--- config.mk ---
export PLATFORM = sky130hd
export DESIGN_NAME = psr_guard
export DESIGN_NICKNAME = d
export VERILOG_FILES = /design/src/rtl/psr_guard_pkg.sv /design/src/rtl/psr_wmask.sv /design/src/rtl/psr_irq_gate.sv /design/src/rtl/psr_guard.sv
export SDC_FILE = /design/constraint.sdc
export NUM_CORES = 1
export LEC_CHECK = 0
export BUFFER_PORTS_ARGS = -buffer_cell sky130_fd_sc_hd__buf_2
export CAP_MARGIN = 10
export CORE_MARGIN = 5
export CORE_UTILIZATION = 23
export CTS_BUF_LIST = sky130_fd_sc_hd__clkbuf_8
export DETAILED_ROUTE_END_ITERATION = 8
export PLACE_DENSITY_LB_ADDON = 0.15
export REMOVE_ABC_BUFFERS = 1
export SYNTH_ARGS = -nofsm -noshare
export SYNTH_HDL_FRONTEND = slang
export SYNTH_SLANG_ARGS = --single-unit
--- constraint.sdc ---
create_clock -name clk_i -period 1.75 [get_ports clk_i]
set_input_delay 0.0875 -clock clk_i [delete_from_list [all_inputs] [get_ports clk_i]]
set_output_delay 0.0875 -clock clk_i [all_outputs]
set_load 0.05 [all_outputs]
--- src/rtl/psr_guard_pkg.sv ---
package psr_guard_pkg;
  localparam int W          = 32;
  localparam int NBYTES     = W / 8;
  localparam int CTRL_W     = 8;
  localparam int FLAG_LO    = 24;
  localparam int ENDIAN_BIT = 9;
  localparam int ABT_BIT    = 8;
  localparam int IRQ_BIT    = 7;
  localparam int FIQ_BIT    = 6;
  localparam int STATE_BIT  = 5;
  localparam int MODE_W     = 5;

  typedef logic [W-1:0] word_t;

  typedef struct packed {
    logic priv;
    logic nonsec;
    logic abt_allow;
    logic fiq_allow;
  } perm_t;

  localparam word_t RESET_LIVE  = word_t'((1 << ABT_BIT) | (1 << IRQ_BIT) | (1 << FIQ_BIT));
  localparam word_t RESET_SAVED = '0;
endpackage

--- src/rtl/psr_wmask.sv ---
module psr_wmask
  import psr_guard_pkg::*;
#(
  parameter bit SAVED = 1'b0
) (
  input  perm_t             perm_i,
  input  logic [NBYTES-1:0] be_i,
  output word_t             mask_o
);
  logic fiq_ok, abt_ok;

  // saved copy takes fast-mask writes the live word refuses
  always_comb begin
    fiq_ok = SAVED | ~perm_i.nonsec | perm_i.fiq_allow;
    abt_ok = ~perm_i.nonsec | perm_i.abt_allow;
  end

  always_comb begin
    mask_o = '0;
    mask_o[W-1:FLAG_LO] = {(W-FLAG_LO){be_i[NBYTES-1]}};
    if (perm_i.priv) begin
      mask_o[ENDIAN_BIT]   = be_i[1];
      mask_o[ABT_BIT]      = be_i[1] & abt_ok;
      mask_o[IRQ_BIT]      = be_i[0];
      mask_o[FIQ_BIT]      = be_i[0] & fiq_ok;
      mask_o[MODE_W-1:0]   = {MODE_W{be_i[0]}};
    end
  end
endmodule

--- src/rtl/psr_irq_gate.sv ---
module psr_irq_gate
  import psr_guard_pkg::*;
(
  input  word_t live_i,
  input  logic  irq_req_i,
  input  logic  fiq_req_i,
  input  logic  abt_req_i,
  output logic  irq_o,
  output logic  fiq_o,
  output logic  abt_o,
  output logic  big_endian_o
);
  always_comb begin
    irq_o        = irq_req_i & ~live_i[IRQ_BIT];
    fiq_o        = fiq_req_i & ~live_i[FIQ_BIT];
    abt_o        = abt_req_i & ~live_i[ABT_BIT];
    big_endian_o = live_i[ENDIAN_BIT];
  end
endmodule

--- src/rtl/psr_guard.sv ---
module psr_guard
  import psr_guard_pkg::*;
(
  input  logic          clk_i,
  input  logic          rst_ni,
  input  logic          wr_en_i,
  input  logic          wr_saved_i,
  input  logic [3:0]    wr_be_i,
  input  logic [31:0]   wr_data_i,
  input  logic          priv_i,
  input  logic          nonsec_i,
  input  logic          abt_allow_i,
  input  logic          fiq_allow_i,
  input  logic          exc_en_i,
  input  logic [7:0]    exc_ctrl_i,
  input  logic          irq_req_i,
  input  logic          fiq_req_i,
  input  logic          abt_req_i,
  output logic [31:0]   live_o,
  output logic [31:0]   saved_o,
  output logic          irq_o,
  output logic          fiq_o,
  output logic          abt_o,
  output logic          big_endian_o
);
  localparam int NTGT = 2;

  perm_t perm;
  word_t mask [NTGT];
  word_t word_q [NTGT];
  word_t word_d [NTGT];

  assign perm = '{priv: priv_i, nonsec: nonsec_i, abt_allow: abt_allow_i, fiq_allow: fiq_allow_i};

  for (genvar g = 0; g < NTGT; g++) begin : g_tgt
    psr_wmask #(.SAVED(g == 1)) u_mask (
      .perm_i (perm),
      .be_i   (wr_be_i),
      .mask_o (mask[g])
    );
  end

  always_comb begin
    for (int t = 0; t < NTGT; t++) begin
      word_d[t] = word_q[t];
      if (wr_en_i && (wr_saved_i == (t == 1)))
        word_d[t] = (word_q[t] & ~mask[t]) | (wr_data_i & mask[t]);
    end
    // exception entry overrides any software write
    if (exc_en_i) begin
      word_d[1] = word_q[0];
      word_d[0] = {word_q[0][W-1:CTRL_W], exc_ctrl_i};
    end
  end

  always_ff @(posedge clk_i or negedge rst_ni) begin
    if (!rst_ni) begin
      word_q[0] <= RESET_LIVE;
      word_q[1] <= RESET_SAVED;
    end else begin
      word_q[0] <= word_d[0];
      word_q[1] <= word_d[1];
    end
  end

  assign live_o  = word_q[0];
  assign saved_o = word_q[1];

  psr_irq_gate u_gate (
    .live_i       (word_q[0]),
    .irq_req_i    (irq_req_i),
    .fiq_req_i    (fiq_req_i),
    .abt_req_i    (abt_req_i),
    .irq_o        (irq_o),
    .fiq_o        (fiq_o),
    .abt_o        (abt_o),
    .big_endian_o (big_endian_o)
  );
endmodule

* Yosys cells after proc, flatten, opt, wreduce, memory -nomap -nowiden *
Cells that the tools add are included.

operators by class
  muxes and demuxes = 6
  bitwise gates (word level) = 21
  reductions and logical operators = 5

operators with widths
  kind                 number
  $and A32 B32 Y32     4
  $not A32 Y32         2
  $or A32 B32 Y32      2
  $mux W40             1
  $mux W32             1
  $mux W4              2
  $mux W8              1
  $not A1 Y1           6
  $and A1 B1 Y1        5
  $mux W5              1
  $reduce_bool A2 Y1   2
  $logic_and A1 B1 Y1  2
  $or A1 B1 Y1         2
  $reduce_and A2 Y1    1

word-level totals
  logic and storage cells = 35
  input bits = 56
  flip-flop bits (word level) = 64
  output and inout port bits = 68

* Logic depth before layout (Yosys ltp) *
Gate-level depths: netlist of the first run.

  depth after elaboration = 9
  depth in mapped cells = 5
  gate-level depth less buffers = 3

* Modules after synthesis *
Synthesis of the first run repeated with hierarchy kept, for this count alone.

second synthesis, totals
  cell total of the unflattened synthesis = 405
  area total of the unflattened synthesis = 3841.2 sq um

modules (own cells, without submodules)
  module                       times used  seq. area each (sq um)  cells each  area an instance (sq um)
  psr_guard                    1           1605.3                  332         3268.1
  psr_wmask (g_tgt[0].u_mask)  1           0.0                     35          264.0
  psr_wmask (g_tgt[1].u_mask)  1           0.0                     34          260.2
  psr_irq_gate                 1           0.0                     4           48.8

* Worst setup path after synthesis of the first run *
OpenSTA, ideal clock, no wires.

  path type = reg2out
  start point = register word_q (netlist bit live_o[7])
  end point = output port irq_o
  required time = 1.662 ns
  path buffers = 0
  cell stages (with the launch flop) = 2
  setup slack = 0.485 ns
  arrival = 1.177 ns
  path through = dfstp_2 nor2b_1

between the ends
  word-level cells in the longest chain between the ends = 2

RTL lines
  item           line                RTL
  from (decl)    psr_guard.sv:30     word_t word_q [NTGT];
  $not A1 Y1     psr_irq_gate.sv:14  irq_o = irq_req_i & ~live_i[IRQ_BIT];
  $and A1 B1 Y1  psr_irq_gate.sv:14
  to (decl)      psr_guard.sv:21     output logic irq_o,

Every way passes these cells.

* Worst setup path after layout of the first run *
  start point = register word_q (netlist bit live_o[6])
  end point = output port live_o[6]

RTL lines
  item       line             RTL
  to (decl)  psr_guard.sv:19  output logic [31:0] live_o,

No word-level cell between the ends.

==> results of run 1 <==
-- per-layer routing --
layer | share of wire (%) | track usage (%) | wire length (um)
met5 | 0 | 0 | 0
met4 | 0.48 | 2.798 | 23
met3 | 10 | 3.737 | 488
met2 | 46 | 14.89 | 2181
met1 | 44 | 12.92 | 2088
-- metrics by stage --
stage | setup slack, ns | util, % | hold WS [ns]
finish | 0.5533 | 29.44 | 0.01133
global route | 0.5045 | 29.44 | 0.01863
CTS | 0.5425 | 29.44 | 0.004775
detailed placement | 0.3929 | 28.21 | 0.09642
global placement | 0.3598 | 28.21 | 0.1015
floorplan | 0.4785 | - | -0.2081
-- power breakdown --
part	switching, mW	internal (mW)	total, mW
combinational	0.862	0.256	1.12
clock	0.295	0.310	0.605
sequential	0.0838	0.976	1.06
-- registers in the layout, indices dropped and copies added (netlist names) --
register	cells
saved_o	18
live_o	18
-- worst min-delay path: cells and delay by family --
family          cells  cell delay (ns)
buf+inv             1             0.08
compound gates      1             0.05
simple gates        1             0.04
-- final cells by class --
type / count / area, um^2
repair buffers: 84 / 435.4
clock buffers: 6 / 82.58
multi-input cells: 129 / 833.3
flip-flops and latches: 36 / 904.6
fillers: 888 / 5739
well taps: 105 / 131.4
clock inverters: 2 / 7.507
-- cell usage after synthesis (3+ instances only) --
master    number
clkbuf_1       3
dfrtp_1       33
buf_2          3
mux2_2        12
nor2b_1        4
mux2i_1       22
dfstp_2        3
nand2_1       23
o21ai_0       23
buf_4         29
-- worst paths after layout --
check / startpoint / end / cells past startpoint
max: live_o[6] / live_o[6] / 1
max reg2reg: live_o[6] / live_o[6] / 2
min reg2reg: live_o[1] / saved_o[1] / 2
min in group asynchronous: rst_ni / saved_o[8] / 2
min: exc_ctrl_i[2] / live_o[2] / 3
max in group asynchronous: rst_ni / live_o[24] / 3
-- logic make-up after synthesis --
group	after synthesis	synth area share (%)
other	1	0.1978
buffers and inverters	37	13.66
and+or+nand+nor	40	12.08
DFF	36	47.72
AOI/OAI and AO/OA	27	7.591
muxes	34	18.75
-- what timing repair did --
action                     4_1_cts  5_1_grt
hold endpoints to repair        16        0
setup endpoints to repair        0        0
hold buffers                     1        0
==> run metrics, run 1 <==
CP Max Fanout 4; total power 2.782 mW; Row Count 33; vias post-DR 1441; setup tns final 0 ns; Synth area leaders dfrtp_1 (44%), mux2i_1 (12%), buf_4 (11%), mux2_2 (7.1%), o21ai_0 (6.1%); RSZ-0062 raised after global routing no; post-synth top area share 43.56%; TritonCTS clock tree done; first-pass GRT wire length 7.665 mm; CTS Buf Count 5; die span in x 100.8 um; Slew @ Worst Pin 0.5228 ns; Critical Path RT 1.66 ns; Critical-path top delay cell dfstp_2; WL final 4.782 mm; initial core utilization 23.30%; clock root cell clkbuf_8; most frequent cells in the layout buf_2 (79), dfrtp_1 (33), conb_1 (28); max incr delay on CP 0.56 ns; Crit Path Class register to primary output; Max H-tree Level 2; Cell Chain, Critical Path buf_2; Non-Filler Instances 362; Warnings, synthesis 0; Worst Setup End Kind primary output; number of DRC markers in iteration 0 48; Synth area leader dfrtp_1; DR WL/cell 13.21 um; Post-layout nets 312; # IOs 124; Post-synth EDFFs 0; Avg Synthesized Cell Area 10.83 um^2; largest net degree at the start of global routing 35; Pleak 1.317 nW; Syn Std Cell Area 1896 um^2; Die Span Y 100.8 um; Final Cycle Share 68.38%; Cell variety after synth 30; Top FF cell, synth dfrtp_1; GPL Wtd Cong 0.6593; All-Layer GR Usage 9.789%; max_cap viols 0; Startpoint Class register; Setup Buffers After CTS 0; Worst-path clk slew 0.08 ns; Mapped Cells 175; CTS-repair resized insts 0; ant diodes 0; Post-synth ARST share 100.0%; layout cells sized above 1 43.58%; Final Hold Viols 0; status finished, final reports clean; DRT Pass-1 Iters 4; Max transition margin 65.15%; Worst Hold Class input port to register; Worst Path Arrival 1.11 ns; final instance area 2395 um^2; Peak VDD IR 0.4135 mV; Final setup viols 0; delay-heaviest family, CP flip-flops; initial antenna violation count 0; worst-skew pair later-pin latency 0.28 ns; vias in the first global route 1442; f_max 835.6 MHz; HPWL after DPL 3.667 mm; core area 8134 um^2; Port Buffers 79; CTS max path bufs 2; DRC Markers 0; post-DR vias/cell 3.981; Die ar. 10160 um^2; Placed Area 2295 um^2; area grow syn2layout 26.34%; remaining global-route overflow 0; fin. max-slew vios 0; commonest non-fill, non-tap cell in the layout buf_2; Detail Route Antenna Nets 0; Final Critical Period 1.197 ns; placed insts 353; FF+latch count, synth 36; worst clock skew 0.005501 ns; sequential-to-total area share from yosys stat 47.72%; flop2flop setup slack 0.86 ns; Clock Sinks 36; CP bufs+invs 1; PwrDens 1162 nW/um^2
Note: power is estimated with default switching activity, not from simulation.
==> run 2: changes to the inputs <==
==> constraint.sdc (replaced) <==
create_clock -name clk_i -period 1.1 [get_ports clk_i]
set_input_delay 0.055 -clock clk_i [delete_from_list [all_inputs] [get_ports clk_i]]
set_output_delay 0.055 -clock clk_i [all_outputs]
set_load 0.05 [all_outputs]
==> run metrics, run 2 (synthesis gave the netlist of run 1 again) <==
Final Critical Period 1.090 ns; core area 8134 um^2 (unchanged); RSZ-0062 raised after global routing yes (was no); Final setup viols 0 (unchanged); share of power burned in registers 37.9% (was 38.1%); ant diodes 0 (unchanged); Final Cycle Share 99.08%; Die Span Y 100.8 um (unchanged); layout cells sized above 1 44.85% (was 43.58%); setup tns final 0 ns (unchanged); CTS Buf Count 5 (unchanged); Startpoint Class register (unchanged); remaining global-route overflow 0 (unchanged); Clock Sinks 36 (unchanged); CP bufs+invs 1 (unchanged); DRC Markers 0 (unchanged); max_cap viols 0 (unchanged); die span in x 100.8 um (unchanged); combinational power share 42.1% (was 40.2%); total power 4.452 mW (was 2.782 mW); # IOs 124 (unchanged); initial antenna violation count 0 (unchanged); Final Util 31.75% (was 29.44%); met2 Usage GRT 15.14% (was 14.89%); post-DR vias/cell 3.963 (was 3.981); internal power 2.464 mW (was 1.541 mW); TritonCTS clock tree done (unchanged); worst clock skew 0.005418 ns (was 0.005501 ns); Worst Path Arrival 1.03 ns (was 1.11 ns); commonest non-fill, non-tap cell in the layout buf_2 (unchanged); fill count 878 (was 888); Final Hold Viols 0 (unchanged); global routing's busiest layer met2 (unchanged); met3 Use GR 3.322% (was 3.737%); worst-skew pair later-pin latency 0.28 ns (about the same); Net Sw Frac 44.65% (was 44.60%); DR WL/cell 12.68 um (was 13.21 um); Cell Chain, Critical Path buf_4 (was buf_2); area grow syn2layout 36.24% (was 26.34%); Critical Path RT 1.04 ns (was 1.66 ns); CP Max Fanout 3 (was 4); number of DRC markers in iteration 0 18 (was 48); CTS max path bufs 2 (unchanged); DRT Pass-1 Iters 4 (unchanged); Detail Route Antenna Nets 0 (unchanged); GPL Wtd Cong 0.6167 (was 0.6593); All-Layer GR Usage 9.411% (was 9.789%); WL final 4.779 mm (was 4.782 mm); Critical-path top delay cell dfstp_2 (unchanged); Row Count 33 (unchanged); initial core utilization 23.30% (unchanged); most frequent cells in the layout buf_2 (73), dfrtp_1 (33), conb_1 (28) (was buf_2 (79), dfrtp_1 (33), conb_1 (28)); status finished, final reports clean (unchanged); Crit Path Class register to primary output (unchanged); first-pass GRT wire length 7.486 mm (was 7.665 mm); Max H-tree Level 2 (unchanged); Clock power frac 19.9% (was 21.7%); delay-heaviest family, CP flip-flops (unchanged); Worst-path clk slew 0.07 ns (was 0.08 ns); P_sw 1.988 mW (was 1.241 mW); Peak VDD IR 0.6869 mV (was 0.4135 mV); Post-layout nets 328 (was 312); Pleak 1.399 nW (was 1.317 nW); Worst Setup End Kind primary output (unchanged); vias in the first global route 1516 (was 1442); Port Buffers 79 (unchanged); vias post-DR 1494 (was 1441); fin. max-slew vios 0 (unchanged); HPWL after DPL 3.704 mm (was 3.667 mm); met1 Track Usage GR 11.71% (was 12.92%); Die ar. 10160 um^2 (unchanged); PwrDens 1724 nW/um^2 (was 1162 nW/um^2); largest net degree at the start of global routing 30 (was 35); max incr delay on CP 0.55 ns (was 0.56 ns); f_max 917.5 MHz; clock root cell clkbuf_8 (unchanged); Worst Hold Class input port to register (unchanged)
-- run 2: cell types whose count changed in the layout (fill, tap and decap cells not counted), sizes merged --
cell | previous run | this run
clkbuf | 6 | 5
buf | 83 | 91
inv | 2 | 1
dlygate4sd3 | 1 | 9
clkinv | 0 | 1
-- run 2: path summary, 6_finish.rpt --
check,from,to,slack [ns],cells past startpoint
max,live_o[7],live_o[7],0.01,1
min,wr_data_i[30],live_o[30],0.01,2
max reg2reg,live_o[6],live_o[6],0.14,3
min reg2reg,live_o[31],saved_o[31],0.50,2
max in group asynchronous,rst_ni,saved_o[31],0.35,3
min in group asynchronous,rst_ni,saved_o[7],0.24,2
-- run 2: routing by layer --
layer | vias up | part of all wire, %
met2 | 69 | 46
met1 | 684 | 43
li1 | 736 | -
met4 | 0 | 1.0
met5 | - | 0
met3 | 5 | 10
-- run 2: cell type report --
class | instances | area, um^2 | share of cell area (%)
clock buffer | 5 | 68.82 | 2.665
timing repair buffer | 100 | 630.6 | 24.42
clock inverter | 2 | 8.758 | 0.3391
multi-input combinational | 129 | 838.3 | 32.46
tap | 105 | 131.4 | 5.087
sequential | 36 | 904.6 | 35.03
-- run 2: metrics by stage --
| stage | setup WS, ns | cells | hold WS [ns] | instance area (um^2) |
|---|---|---|---|---|
| 2_1_floorplan | -0.1715 | 165 | -0.2406 | 1738 |
| 3_3_place_gp | -0.03097 | 358 | 0.03911 | 2357 |
| 6_report | 0.01013 | 377 | 0.01448 | 2582 |
| 3_5_place_dp | -0.02381 | 358 | 0.03355 | 2357 |
| 4_1_cts | -0.004957 | 377 | 0.001361 | 2576 |
| 5_1_grt | -0.02300 | 377 | 0.003377 | 2582 |
-- run 2: power groups by stage --
stage,combinational (mW),clock (mW),sequential (mW)
floorplan,0.518,0,2.51
global placement,1.81,0,1.71
detailed placement,1.81,0,1.72
CTS,1.89,0.942,1.69
global route,1.99,1.00,1.72
finish,1.88,0.888,1.69
-- run 2: timing repair --
item / 4_1_cts / 5_1_grt
buffers inserted: 3 / 0
hold endpoints to repair: 21 / 0
hold buffers: 9 / 0
resized for setup: 10 / 2
endpoints found under the setup margin: 6 / 6
==> run 3: changes to the inputs <==
--- a/config.mk
+++ b/config.mk
@@ -5,13 +5,14 @@
 export SDC_FILE = /design/constraint.sdc
 export NUM_CORES = 1
 export LEC_CHECK = 0
-export BUFFER_PORTS_ARGS = -buffer_cell sky130_fd_sc_hd__buf_2
 export CAP_MARGIN = 10
 export CORE_MARGIN = 5
 export CORE_UTILIZATION = 23
 export CTS_BUF_LIST = sky130_fd_sc_hd__clkbuf_8
 export DETAILED_ROUTE_END_ITERATION = 8
+export DONT_BUFFER_PORTS = 1
 export PLACE_DENSITY_LB_ADDON = 0.15
+export RECOVER_POWER = 50
 export REMOVE_ABC_BUFFERS = 1
 export SYNTH_ARGS = -nofsm -noshare
 export SYNTH_HDL_FRONTEND = slang
==> run metrics, run 3 (synthesis gave the netlist of run 1 again) <==
status complete, but fails checks (was finished, final reports clean); failing checks negative hold slack, negative setup slack; initial antenna violation count 0 (unchanged); vias post-DR 1357 (was 1494); Critical-path top delay cell dfstp_2 (unchanged); CTS Buf Count 5 (unchanged); hold path endpoint live_o[7] (was live_o[30]); Clock Sinks 36 (unchanged); Worst Path Arrival 1.05 ns (was 1.03 ns); Clock power frac 21.3% (was 19.9%); layout cells sized above 1 33.04% (was 44.85%); placed insts 311 (was 358); DR WL/cell 14.13 um (was 12.68 um); remaining global-route overflow 0 (unchanged); Worst Hold Class input port to register (unchanged); Startpoint Class register (unchanged); share of power burned in registers 37.5% (was 37.9%); hold depth 1 (was 2); Non-Filler Instances 335 (was 377); commonest non-fill, non-tap cell in the layout buf_4 (was buf_2); CTS max path bufs 2 (unchanged); Final Critical Period 1.104 ns (was 1.090 ns); All-Layer GR Usage 9.218% (was 9.411%); Detail Route Antenna Nets 0 (unchanged); # IOs 124 (unchanged); CP bufs+invs 1 (unchanged); Final Cycle Share 100.4% (was 99.08%); clock root cell clkbuf_8 (unchanged); number of DRC markers in iteration 0 35 (was 18); Post-layout nets 285 (was 328); GPL Wtd Cong 0.6625 (was 0.6167); flop2flop setup slack 0.13 ns (was 0.14 ns); Port Buffers 0 (was 79); combinational power share 41.2% (was 42.1%); most frequent cells in the layout buf_4 (37), dfrtp_1 (33), conb_1 (28) (was buf_2 (73), dfrtp_1 (33), conb_1 (28)); RSZ-0062 raised after global routing yes (unchanged); max incr delay on CP 0.56 ns (was 0.55 ns); core area 8134 um^2 (unchanged); Final setup viols 1 (was 0); Pleak 1.251 nW (was 1.399 nW); CP Max Fanout 4 (was 3); P_sw 1.942 mW (was 1.988 mW); final worst setup slack -0.003966 ns (was 0.01013 ns); Die ar. 10160 um^2 (unchanged); area grow syn2layout 29.70% (was 36.24%); HPWL after DPL 3.314 mm (was 3.704 mm); worst r2r path cells 3 (unchanged); fin. max-slew vios 0 (unchanged); total power 4.534 mW (was 4.452 mW); WL final 4.733 mm (was 4.779 mm); Worst Setup End Kind primary output (unchanged); Slew @ Worst Pin 0.5292 ns; Critical Path RT 1.04 ns (about the same); Peak VDD IR 0.7613 mV (was 0.6869 mV); DRC Markers 0 (unchanged); PwrDens 1844 nW/um^2 (was 1724 nW/um^2); Net Sw Frac 42.83% (was 44.65%); max_cap viols 0 (unchanged); die span in x 100.8 um (unchanged); first-pass GRT wire length 7.107 mm (was 7.486 mm); DRT Pass-1 Iters 4 (unchanged); initial core utilization 23.30% (unchanged); Cell Chain, Critical Path buf_4 (unchanged); Reg-to-Reg End live_o[6] (unchanged); HP Start exc_en_i (was wr_data_i[30]); fill count 838 (was 878); TritonCTS clock tree done (unchanged); Final Hold Slack -0.1468 ns (was 0.01448 ns); vias in the first global route 1308 (was 1516); worst clock skew 0.004299 ns (was 0.005418 ns); ant diodes 0 (unchanged); Die Span Y 100.8 um (unchanged); delay-heaviest family, CP flip-flops (unchanged); Max H-tree Level 2 (unchanged); worst-skew pair later-pin latency 0.29 ns (was 0.28 ns); post-DR vias/cell 4.051 (was 3.963); Max transition margin 64.72%; Worst-path clk slew 0.07 ns (about the same); Reg2Reg Launch Point live_o[6] (unchanged); Final Hold Viols 26 (was 0); largest net degree at the start of global routing 53 (was 30); internal power 2.592 mW (was 2.464 mW); f_max 905.8 MHz (was 917.5 MHz); Row Count 33 (unchanged); hold bufs inserted after CTS 14 (was 9); Crit Path Class register to primary output (unchanged)
## run 3: cell type report
type | count | area [um^2] | area share (%)
timing repair buffer | 57 | 491.7 | 20.00
tap | 105 | 131.4 | 5.344
multi-input combinational | 129 | 840.8 | 34.20
sequential | 36 | 904.6 | 36.79
clock buffer | 6 | 82.58 | 3.359
clock inverter | 2 | 7.507 | 0.3053
## run 3: layer usage
layer / up-vias / wire length (um) / track usage (%)
met5: - / 0 / 0
met1: 632 / 1942 / 11.53
met2: 71 / 2253 / 14.38
met3: 3 / 520 / 3.945
met4: 0 / 17 / 2.798
li1: 651 / - / -
## run 3: how the worst max path moves through the flow
stage / end / startpoint / depth (start not counted)
2_1_floorplan: live_o[9] / live_o[9] / 1
4_1_cts: irq_o / live_o[7] / 2
5_1_grt: live_o[7] / live_o[7] / 1
3_5_place_dp: live_o[25] / exc_en_i / 4
6_report: live_o[7] / live_o[7] / 1
3_3_place_gp: live_o[28] / exc_en_i / 4
## run 3: power groups by stage
stage	logic, mW	registers (mW)	clock network (mW)
after floorplan	0.518	2.51	0
after global placement	1.77	1.72	0
after detailed placement	1.77	1.72	0
after CTS	1.88	1.70	1.04
after global routing	1.96	1.74	1.09
final	1.87	1.70	0.967
## run 3: what timing repair did
action	4_1_cts	5_1_grt
gates resized for setup	3	5
buffers inserted	2	0
hold endpoints to repair	72	26
endpoints found under the setup margin	6	6
## run 3: stage by stage
step | hold slack [ns] | util [%] | cell area (um^2) | setup WS, ns | setup TNS, ns
3_3_place_gp | -0.2394 | 26.92 | 2190 | 0.09928 | 0
4_1_cts | -0.1579 | 30.20 | 2456 | -0.01446 | -0.02421
5_1_grt | -0.1596 | 30.23 | 2459 | -0.04140 | -0.1481
2_1_floorplan | -0.2406 | - | 1738 | -0.1715 | -0.6368
6_report | -0.1468 | 30.23 | 2459 | -0.003966 | -0.003966
3_5_place_dp | -0.2392 | 26.92 | 2190 | 0.07835 | 0
